===== src/rtl/sbf_pkg.sv =====
// Shared register selects and field positions for the SMBus byte FIFO pair.
// Assumes an 8-bit register data path; field positions are fixed.
package sbf_pkg;

    typedef enum logic [2:0] {
        SEL_MODE    = 3'd0,
        SEL_CLRSTAT = 3'd1,
        SEL_TXCTL   = 3'd2,
        SEL_RXCTL   = 3'd3,
        SEL_TXSTAT  = 3'd4,
        SEL_RXSTAT  = 3'd5
    } reg_sel_e;

    localparam int REG_W        = 8;
    localparam int THR_W        = 5;
    localparam int MODE_EN_BIT  = 4;
    localparam int CS_CLR_BIT   = 6;
    localparam int CS_IE_BIT    = 3;
    localparam int CS_FLAG_BIT  = 1;
    localparam int CTL_IE_BIT   = 6;
    localparam int RXC_LAST_BIT = 5;
    localparam int ST_FLAG_BIT  = 6;

endpackage


===== src/rtl/sbf_ring.sv =====
// Circular byte queue with occupancy count.
// Pushes to a full queue and pops from an empty queue are dropped, judged on
// the state before the edge. A clear empties the queue and wins over both.
module sbf_ring #(
    parameter int DEPTH  = 16,
    parameter int DATA_W = 8
) (
    input  logic                          clk,
    input  logic                          rst_n,
    input  logic                          clr,
    input  logic                          push,
    input  logic [DATA_W-1:0]             push_data,
    input  logic                          pop,
    output logic [DATA_W-1:0]             head,
    output logic [$clog2(DEPTH+1)-1:0]    count,
    output logic                          push_ok,
    output logic                          pop_ok
);
    localparam int AW    = (DEPTH > 1) ? $clog2(DEPTH) : 1;
    localparam int CNT_W = $clog2(DEPTH + 1);

    logic [DATA_W-1:0] mem [DEPTH];
    logic [AW-1:0]     wp, rp;

    function automatic logic [AW-1:0] nxt(input logic [AW-1:0] p);
        return (p == AW'(DEPTH - 1)) ? '0 : p + 1'b1;
    endfunction

    assign push_ok = push && (count != CNT_W'(DEPTH));
    assign pop_ok  = pop && (count != '0);
    assign head    = mem[rp];

    // Store an accepted byte at the write pointer.
    always_ff @(posedge clk) begin
        if (push_ok && !clr) mem[wp] <= push_data;
    end

    // Advance pointers and track occupancy.
    always_ff @(posedge clk) begin
        if (!rst_n || clr) begin
            wp    <= '0;
            rp    <= '0;
            count <= '0;
        end else begin
            if (push_ok) wp <= nxt(wp);
            if (pop_ok)  rp <= nxt(rp);
            count <= count + CNT_W'(push_ok) - CNT_W'(pop_ok);
        end
    end

    a_r3_no_overflow: assert property (@(posedge clk) disable iff (!rst_n)
        count <= CNT_W'(DEPTH));

    a_r3_full_push_ignored: assert property (@(posedge clk) disable iff (!rst_n)
        (count == CNT_W'(DEPTH) && push && !pop && !clr) |=> count == CNT_W'(DEPTH));

    a_r3_empty_pop_ignored: assert property (@(posedge clk) disable iff (!rst_n)
        (count == '0 && pop && !push && !clr) |=> count == '0);

    a_r4_clear_empties: assert property (@(posedge clk) disable iff (!rst_n)
        clr |=> count == '0);

endmodule


===== src/rtl/sbf_ctrl.sv =====
// Configuration registers, sticky threshold/drain flags, data-ready gating,
// final-byte hint and interrupt combine for the byte FIFO pair.
// Assumes the queues report accepted push/pop strobes and their counts.
module sbf_ctrl
    import sbf_pkg::*;
#(
    parameter int DEPTH = 16
) (
    input  logic                         clk,
    input  logic                         rst_n,
    input  logic                         reg_wr,
    input  logic [2:0]                   reg_sel,
    input  logic [REG_W-1:0]             reg_wdata,
    input  logic [$clog2(DEPTH+1)-1:0]   tx_count,
    input  logic [$clog2(DEPTH+1)-1:0]   rx_count,
    input  logic                         tx_push_ok,
    input  logic                         tx_pop_ok,
    input  logic                         rx_push_ok,
    input  logic                         rx_pop_ok,
    output logic                         fifo_en,
    output logic                         clr,
    output logic [REG_W-1:0]             cts_rd,
    output logic [REG_W-1:0]             txs_rd,
    output logic [REG_W-1:0]             rxs_rd,
    output logic                         eng_rx_nack,
    output logic                         data_ready,
    output logic                         irq
);
    localparam int CNT_W = $clog2(DEPTH + 1);
    localparam int CW    = (CNT_W + 1 > THR_W + 1) ? CNT_W + 1 : THR_W + 1;

    logic             cs_ie, tx_ie, rx_ie, rx_last;
    logic [THR_W-1:0] tx_thr, rx_thr;
    logic             tx_flag, rx_flag, both_flag;
    logic             wr_mode, wr_cs, wr_txc, wr_rxc, wr_txs, wr_rxs;
    logic [CW-1:0]    tx_next, rx_next;
    logic             tx_set, rx_set, both_set;

    assign wr_mode = reg_wr && (reg_sel == SEL_MODE);
    assign wr_cs   = reg_wr && (reg_sel == SEL_CLRSTAT);
    assign wr_txc  = reg_wr && (reg_sel == SEL_TXCTL);
    assign wr_rxc  = reg_wr && (reg_sel == SEL_RXCTL);
    assign wr_txs  = reg_wr && (reg_sel == SEL_TXSTAT);
    assign wr_rxs  = reg_wr && (reg_sel == SEL_RXSTAT);
    assign clr     = wr_cs && reg_wdata[CS_CLR_BIT];

    // Occupancy after this edge, used to judge the flag events.
    assign tx_next = CW'(tx_count) + CW'(tx_push_ok) - CW'(tx_pop_ok);
    assign rx_next = CW'(rx_count) + CW'(rx_push_ok) - CW'(rx_pop_ok);

    assign tx_set   = tx_pop_ok && (tx_next <= CW'(tx_thr));
    assign rx_set   = rx_push_ok && (rx_next >= CW'(rx_thr));
    assign both_set = (tx_pop_ok && tx_next == '0) ||
                      (rx_push_ok && rx_next == CW'(DEPTH));

    // Hold the configuration fields written by the host.
    always_ff @(posedge clk) begin
        if (!rst_n) begin
            fifo_en <= 1'b0;
            cs_ie   <= 1'b0;
            tx_ie   <= 1'b0;
            tx_thr  <= '0;
            rx_ie   <= 1'b0;
            rx_last <= 1'b0;
            rx_thr  <= '0;
        end else begin
            if (wr_mode) fifo_en <= reg_wdata[MODE_EN_BIT];
            if (wr_cs)   cs_ie   <= reg_wdata[CS_IE_BIT];
            if (wr_txc) begin
                tx_ie  <= reg_wdata[CTL_IE_BIT];
                tx_thr <= reg_wdata[THR_W-1:0];
            end
            if (wr_rxc) begin
                rx_ie   <= reg_wdata[CTL_IE_BIT];
                rx_last <= reg_wdata[RXC_LAST_BIT];
                rx_thr  <= reg_wdata[THR_W-1:0];
            end
        end
    end

    // Sticky flags: set by events, cleared by write-one or the queue clear.
    always_ff @(posedge clk) begin
        if (!rst_n || clr) begin
            tx_flag   <= 1'b0;
            rx_flag   <= 1'b0;
            both_flag <= 1'b0;
        end else begin
            tx_flag   <= tx_set   || (tx_flag && !(wr_txs && reg_wdata[ST_FLAG_BIT]));
            rx_flag   <= rx_set   || (rx_flag && !(wr_rxs && reg_wdata[ST_FLAG_BIT]));
            both_flag <= both_set || (both_flag && !(wr_cs && reg_wdata[CS_FLAG_BIT]));
        end
    end

    // Assemble the readback bytes.
    always_comb begin
        cts_rd = '0;
        cts_rd[CS_IE_BIT]   = cs_ie;
        cts_rd[CS_FLAG_BIT] = both_flag;
        txs_rd = '0;
        txs_rd[THR_W-1:0]   = THR_W'(tx_count);
        txs_rd[ST_FLAG_BIT] = tx_flag;
        rxs_rd = '0;
        rxs_rd[THR_W-1:0]   = THR_W'(rx_count);
        rxs_rd[ST_FLAG_BIT] = rx_flag;
    end

    // Engine hint, host data-ready and interrupt combine.
    assign eng_rx_nack = fifo_en && rx_last && ((CW'(rx_count) + CW'(1)) == CW'(rx_thr));
    assign data_ready  = fifo_en && (rx_ie ? (rx_count == CNT_W'(DEPTH)) : (rx_count != '0));
    assign irq         = fifo_en && ((tx_flag && tx_ie) || (rx_flag && rx_ie) ||
                                     (both_flag && cs_ie));

    a_r4_clear_drops_flags: assert property (@(posedge clk) disable iff (!rst_n)
        clr |=> (!tx_flag && !rx_flag && !both_flag));

    a_r9_shared_w1c: assert property (@(posedge clk) disable iff (!rst_n)
        (wr_cs && reg_wdata[CS_FLAG_BIT] && !both_set) |=> !both_flag);

    a_r5_tx_flag_w1c: assert property (@(posedge clk) disable iff (!rst_n)
        (wr_txs && reg_wdata[ST_FLAG_BIT] && !tx_set) |=> !tx_flag);

    a_r6_rx_flag_w1c: assert property (@(posedge clk) disable iff (!rst_n)
        (wr_rxs && reg_wdata[ST_FLAG_BIT] && !rx_set) |=> !rx_flag);

endmodule


===== src/rtl/smb_byte_fifo.sv =====
// Top of the SMBus byte FIFO pair: transmit queue (host in, engine out),
// receive queue (engine in, host out) and their control.
// Assumes the host and engine only push/pop while the mode bit is set;
// anything else is dropped here.
module smb_byte_fifo
    import sbf_pkg::*;
#(
    parameter int DEPTH  = 16,
    parameter int DATA_W = 8
) (
    input  logic              clk,
    input  logic              rst_n,
    input  logic              reg_wr,
    input  logic [2:0]        reg_sel,
    input  logic [REG_W-1:0]  reg_wdata,
    output logic [REG_W-1:0]  cts_rd,
    output logic [REG_W-1:0]  txs_rd,
    output logic [REG_W-1:0]  rxs_rd,
    input  logic              host_tx_push,
    input  logic [DATA_W-1:0] host_tx_data,
    input  logic              host_rx_pop,
    output logic [DATA_W-1:0] host_rx_data,
    input  logic              eng_tx_pop,
    output logic [DATA_W-1:0] eng_tx_data,
    output logic              eng_tx_avail,
    input  logic              eng_rx_push,
    input  logic [DATA_W-1:0] eng_rx_data,
    output logic              eng_rx_nack,
    output logic              data_ready,
    output logic              irq
);
    localparam int CNT_W = $clog2(DEPTH + 1);

    logic             fifo_en, clr;
    logic [CNT_W-1:0] tx_count, rx_count;
    logic             tx_push_ok, tx_pop_ok, rx_push_ok, rx_pop_ok;

    sbf_ring #(.DEPTH(DEPTH), .DATA_W(DATA_W)) i_tx_ring (
        .clk       (clk),
        .rst_n     (rst_n),
        .clr       (clr),
        .push      (host_tx_push && fifo_en),
        .push_data (host_tx_data),
        .pop       (eng_tx_pop && fifo_en),
        .head      (eng_tx_data),
        .count     (tx_count),
        .push_ok   (tx_push_ok),
        .pop_ok    (tx_pop_ok)
    );

    sbf_ring #(.DEPTH(DEPTH), .DATA_W(DATA_W)) i_rx_ring (
        .clk       (clk),
        .rst_n     (rst_n),
        .clr       (clr),
        .push      (eng_rx_push && fifo_en),
        .push_data (eng_rx_data),
        .pop       (host_rx_pop && fifo_en),
        .head      (host_rx_data),
        .count     (rx_count),
        .push_ok   (rx_push_ok),
        .pop_ok    (rx_pop_ok)
    );

    sbf_ctrl #(.DEPTH(DEPTH)) i_ctrl (
        .clk         (clk),
        .rst_n       (rst_n),
        .reg_wr      (reg_wr),
        .reg_sel     (reg_sel),
        .reg_wdata   (reg_wdata),
        .tx_count    (tx_count),
        .rx_count    (rx_count),
        .tx_push_ok  (tx_push_ok),
        .tx_pop_ok   (tx_pop_ok),
        .rx_push_ok  (rx_push_ok),
        .rx_pop_ok   (rx_pop_ok),
        .fifo_en     (fifo_en),
        .clr         (clr),
        .cts_rd      (cts_rd),
        .txs_rd      (txs_rd),
        .rxs_rd      (rxs_rd),
        .eng_rx_nack (eng_rx_nack),
        .data_ready  (data_ready),
        .irq         (irq)
    );

    assign eng_tx_avail = fifo_en && (tx_count != '0);

    a_r1_frozen_when_off: assert property (@(posedge clk) disable iff (!rst_n)
        (!fifo_en && !clr) |=> ($stable(tx_count) && $stable(rx_count)));

    a_r1_quiet_when_off: assert property (@(posedge clk) disable iff (!rst_n)
        !fifo_en |-> (!irq && !data_ready && !eng_tx_avail && !eng_rx_nack));

endmodule


===== config.mk =====
export PLATFORM = sky130hd
export DESIGN_NAME = smb_byte_fifo
export DESIGN_NICKNAME = d
export VERILOG_FILES = /design/src/rtl/sbf_pkg.sv /design/src/rtl/sbf_ring.sv /design/src/rtl/sbf_ctrl.sv /design/src/rtl/smb_byte_fifo.sv
export SDC_FILE = /design/constraint.sdc
export NUM_CORES = 1
export LEC_CHECK = 0
export CORE_AREA = 2 2 196 198
export DETAILED_ROUTE_END_ITERATION = 6
export DIE_AREA = 0 0 198 200
export GPL_TIMING_DRIVEN = 0
export PLACE_DENSITY = 0.6
export SYNTH_ARGS = -nofsm -noshare
export SYNTH_HDL_FRONTEND = slang
export SYNTH_SLANG_ARGS = --single-unit

===== constraint.sdc =====
create_clock -name clk -period 3.3 [get_ports clk]
set_clock_uncertainty 0.15 [all_clocks]
set_input_delay 0.66 -clock clk [delete_from_list [all_inputs] [get_ports clk]]
set_output_delay 0.66 -clock clk [all_outputs]
set_load 0.05 [all_outputs]

==> results by group <==
Setup path
  • Worst path cell trace: inv_4 > ha_4 > nand2_4 > o21ai_2 > or2_4 > nand2_2 > nand2_4 > ha_4 > fa_2 > a21oi_2 > nor2_1 > nor2_2 > xnor2_2 > ha_1 > o21a_1 > a21oi_2 > a21bo_2 > a21oi_1
  • Reg-to-reg startpoint: i_rx_ring.count[2]
  • Critical-path top delay cell: fa_2
  • CP arrival: roughly 3.5 ns
  • WP data required: 3.52 ns
  • Crit path kind: flop to flop
  • Crit path capture type: flop
  • Crit-path max FO: 4
  • RR Endpoint: i_ctrl.rx_flag
  • Reg2reg path depth: 18
  • Reg-to-reg slack, setup: about 0.038 ns
  • Startpoint types: flop
  • Max incr delay on CP: 0.42 ns

Final layout
  • Area growth syn-to-layout: 21.8%
  • Final #Nets: 952
  • Design Area, Final: 0.0158 mm2
  • Layout cells sized above 1: 26.4%
  • # diodes: 0

STA
  • Max-slew violation count: 0
  • Final period util: 98.8%
  • RSZ-0062 raised after global routing: true
  • Final hold vios: 0
  • Post-route minimum period: 3.26 ns
  • Least-Margin Pin Slew: approximately 1.4 ns
  • Relative slew slack: 8.46%
  • Setup violators final: 0
  • Max Clock Freq: 307 MHz

Detailed routing
  • Residual DRC: 0
  • DR vias: 6,741
  • Total Routed Length: approximately 26,000 um
  • Drt first pass iters: 5
  • WL/cell: 18.7 um
  • Vias per cell: 4.78
  • Iteration-0 DRC Markers: 427
  • Routed Antenna Nets: 0

Synthesis
  • Post-synth EDFFs: 256
  • Synth Register Bits: 308
  • Ys async rst share: 0%
  • Register area share after synthesis: between 60% and 70%
  • Synth Flop Type: edfxtp_1
  • Area leader, netlist: edfxtp_1
  • Share of the synthesized area in the top cell type: 59.3%
  • Mapped Area: 0.0130 mm2
  • Dominant cells by area after synthesis: edfxtp_1, mux4_2, dfxtp_1
  • Count of cell types in the netlist: 50
  • Syn Area/Cell: around 17 um2
  • Mapped Cells: 744
  • Yosys Warn Count: 0

Global routing
  • Number of global-route vias before repair: 6,837
  • Initial antenna violation count: 0
  • Global Route Usage Sum: between 10% and 20%
  • Grt total ovfl: 0
  • First-pass GRT wire length: 40,600 um
  • Largest net degree at the start of global routing: 17

Clocking
  • CTS tree: yes
  • Cts bufs inserted: 34
  • Clk root buf: clkbuf_16
  • Clock latency on the worst-skew pair: approximately 0.50 ns
  • Clock buffer depth: 3
  • Clock sink count: about 310
  • H-tree lvl count: 2
  • Reg clk slew, reported paths: ~0.060 ns

Die
  • IO Pins: 78
  • Total Die Area: 0.0396 mm2
  • Die width: 198 um
  • Die Ht: around 200 um
  • # rows: 71
  • Initial core utilization: 34.7%
  • Core area: between 0.03 and 0.04 mm2

Pwr
  • Logic pwr share: 3.7%
  • Power Density: 515 mW/mm2
  • Peak supply drop: between 0.2 and 0.3 mV
  • Total power: around 8 mW
  • Net Sw Power: ~1.6 mW
  • Clock power frac: 44.3%
  • Pint: 6.49 mW
  • Seq pwr share: 52.0%
  • Leakage: 5.18 nW
  • Sw frac: about a fifth

Place
  • Dpl hpwl: 17,800 um
  • # port buffers: 66
  • Final Wtd Congestion: 0.774
  • Placed cell areas: 0.0144 mm2

Status
  • Outcome: finished, final reports clean

Run
  • Max Cap Viol: 0

Hold path
  • WHS Endpoint: i_ctrl.rx_flag
  • Hold depth: 2
  • HP Class: flop to flop
  • Min-Delay Startpoint: i_ctrl.rx_flag
## layout make-up
| cell class | count | area, um2 |
|---|---|---|
| fillers | 3317 | 21600 |
| flip-flops and latches | 308 | 8760 |
| multi-input cells | 371 | 4050 |
| clock buffers | 44 | 930 |
| repair buffers | 90 | 820 |
| well taps | 511 | 639 |
| plain buffers | 41 | 329 |
| clock inverters | 13 | 141 |
| inverters | 32 | 128 |
## repair_timing
action	in CTS	in global routing
resized for setup	131	50
hold buffers	0	0
pin swaps	13	25
setup buffers	17	5
setup endpoints to repair	21	28
cloned	0	1
## cell usage after synthesis, types with 3 or more instances
master / count
buf_1: 10
edfxtp_1: 256
nand2b_1: 8
dfxtp_1: 52
buf_4: 14
or3_1: 3
a31oi_1: 4
a21oi_1: 27
xnor2_1: 7
nand3_1: 7
nor3_1: 9
xor2_1: 9
o21ai_0: 11
mux4_1: 27
mux4_2: 53
and3_1: 6
clkbuf_1: 8
o21a_1: 3
ha_1: 38
mux2i_1: 16
buf_12: 3
nor2b_1: 18
nor2_1: 54
buf_6: 3
nand2_1: 31
inv_1: 32
## worst max-delay path: cells and delay by family (launching register included)
family / cells / cell delay [ns]
buf+inv: 1 / 0.04
compound gates: 6 / 0.73
simple gates: 6 / 0.72
fa+ha+maj: 4 / 1.00
xor+xnor: 1 / 0.16
flops: 1 / 0.36
## cell families (layout without fill, tap and decap cells)
logic type | Yosys count | after routing | synth area share, %
other | 1 | 10 | 0.0289
muxes | 96 | 96 | 15.9
xor gates and xnor gates | 16 | 16 | 1.08
buffers and inverters | 74 | 220 | 3.29
AOI/OAI and AO/OA | 60 | 60 | 2.83
and+or+nand+nor | 149 | 149 | 5.57
DFF | 308 | 308 | 67.3
adders and majority gates | 40 | 40 | 3.98
## metal layers
metal / global-route usage (%) / vias to the layer above / routed length, um
met1: 18.0 / 3430 / 11700
met4: 3.79 / 0 / 442
met2: 23.3 / 132 / 13200
met3: 2.17 / 31 / 1050
li1: - / 3148 / -
met5: 0 / - / 0
## metrics by stage
step           hold WS (ns)  instances  setup slack, ns  setup TNS [ns]  utilization [%]
6_report              0.361       1410           0.0383               0             42.2
3_3_place_gp          0.354       1330           -0.887          -34.77             38.4
4_1_cts               0.365       1405           -0.153          -0.153             41.8
2_1_floorplan         0.309        753           -0.201          -0.201                -
5_1_grt               0.396       1410          -0.0449         -0.0450             42.2
3_5_place_dp          0.356       1331           -0.866          -19.37             38.4
## cell usage in the layout (no fill, tap or decap), drive strengths merged, types with 3 or more instances in the layout
cell and instances:
a21oi 27, a31oi 5, and3 6, buf 72
clkbuf 54, clkdlybuf4s50 47, clkinv 9, conb 10
dfxtp 52, edfxtp 256, ha 38, inv 33
mux2i 16, mux4 80, nand2 31, nand2b 8
nand3 7, nor2 55, nor2b 18, nor3 9
o21a 3, o21ai 11, or3 3, xnor2 7
xor2 9
## state kept, by name, summed over array words and instances, names as in the netlist, named ones only
name and flops:
i_ctrl.both_flag 1, i_ctrl.cs_ie 1, i_ctrl.fifo_en 1, i_ctrl.rx_flag 1, i_ctrl.rx_ie 1, i_ctrl.rx_last 1
i_ctrl.rx_thr 5, i_ctrl.tx_flag 1, i_ctrl.tx_ie 1, i_ctrl.tx_thr 5, i_rx_ring.count 5, i_rx_ring.mem 128
i_rx_ring.rp 4, i_rx_ring.wp 4, i_tx_ring.count 5, i_tx_ring.mem 128, i_tx_ring.rp 4, i_tx_ring.wp 4
## power by group through the flow
stage                     logic, mW  clock network [mW]  registers, mW
final                         0.301                3.60           4.22
after global placement        0.270                   0           4.31
after floorplan               0.139                   0           4.32
after CTS                     0.290                3.68           4.22
after detailed placement      0.272                   0           4.31
after global routing          0.328                3.84           4.22
## worst max-delay path by stage
stage	cells past startpoint	to	from	slack (ns)
6_report	18	i_ctrl.rx_flag	i_rx_ring.count[2]	0.04
5_1_grt	17	i_ctrl.rx_flag	i_rx_ring.count[3]	-0.04
4_1_cts	15	i_ctrl.rx_flag	i_rx_ring.count[2]	-0.15
3_5_place_dp	16	i_ctrl.rx_flag	eng_rx_push	-0.87
3_3_place_gp	16	i_ctrl.rx_flag	eng_rx_push	-0.89
2_1_floorplan	15	i_ctrl.rx_flag	i_rx_ring.count[1]	-0.20
(Power assumes the default switching activity.)
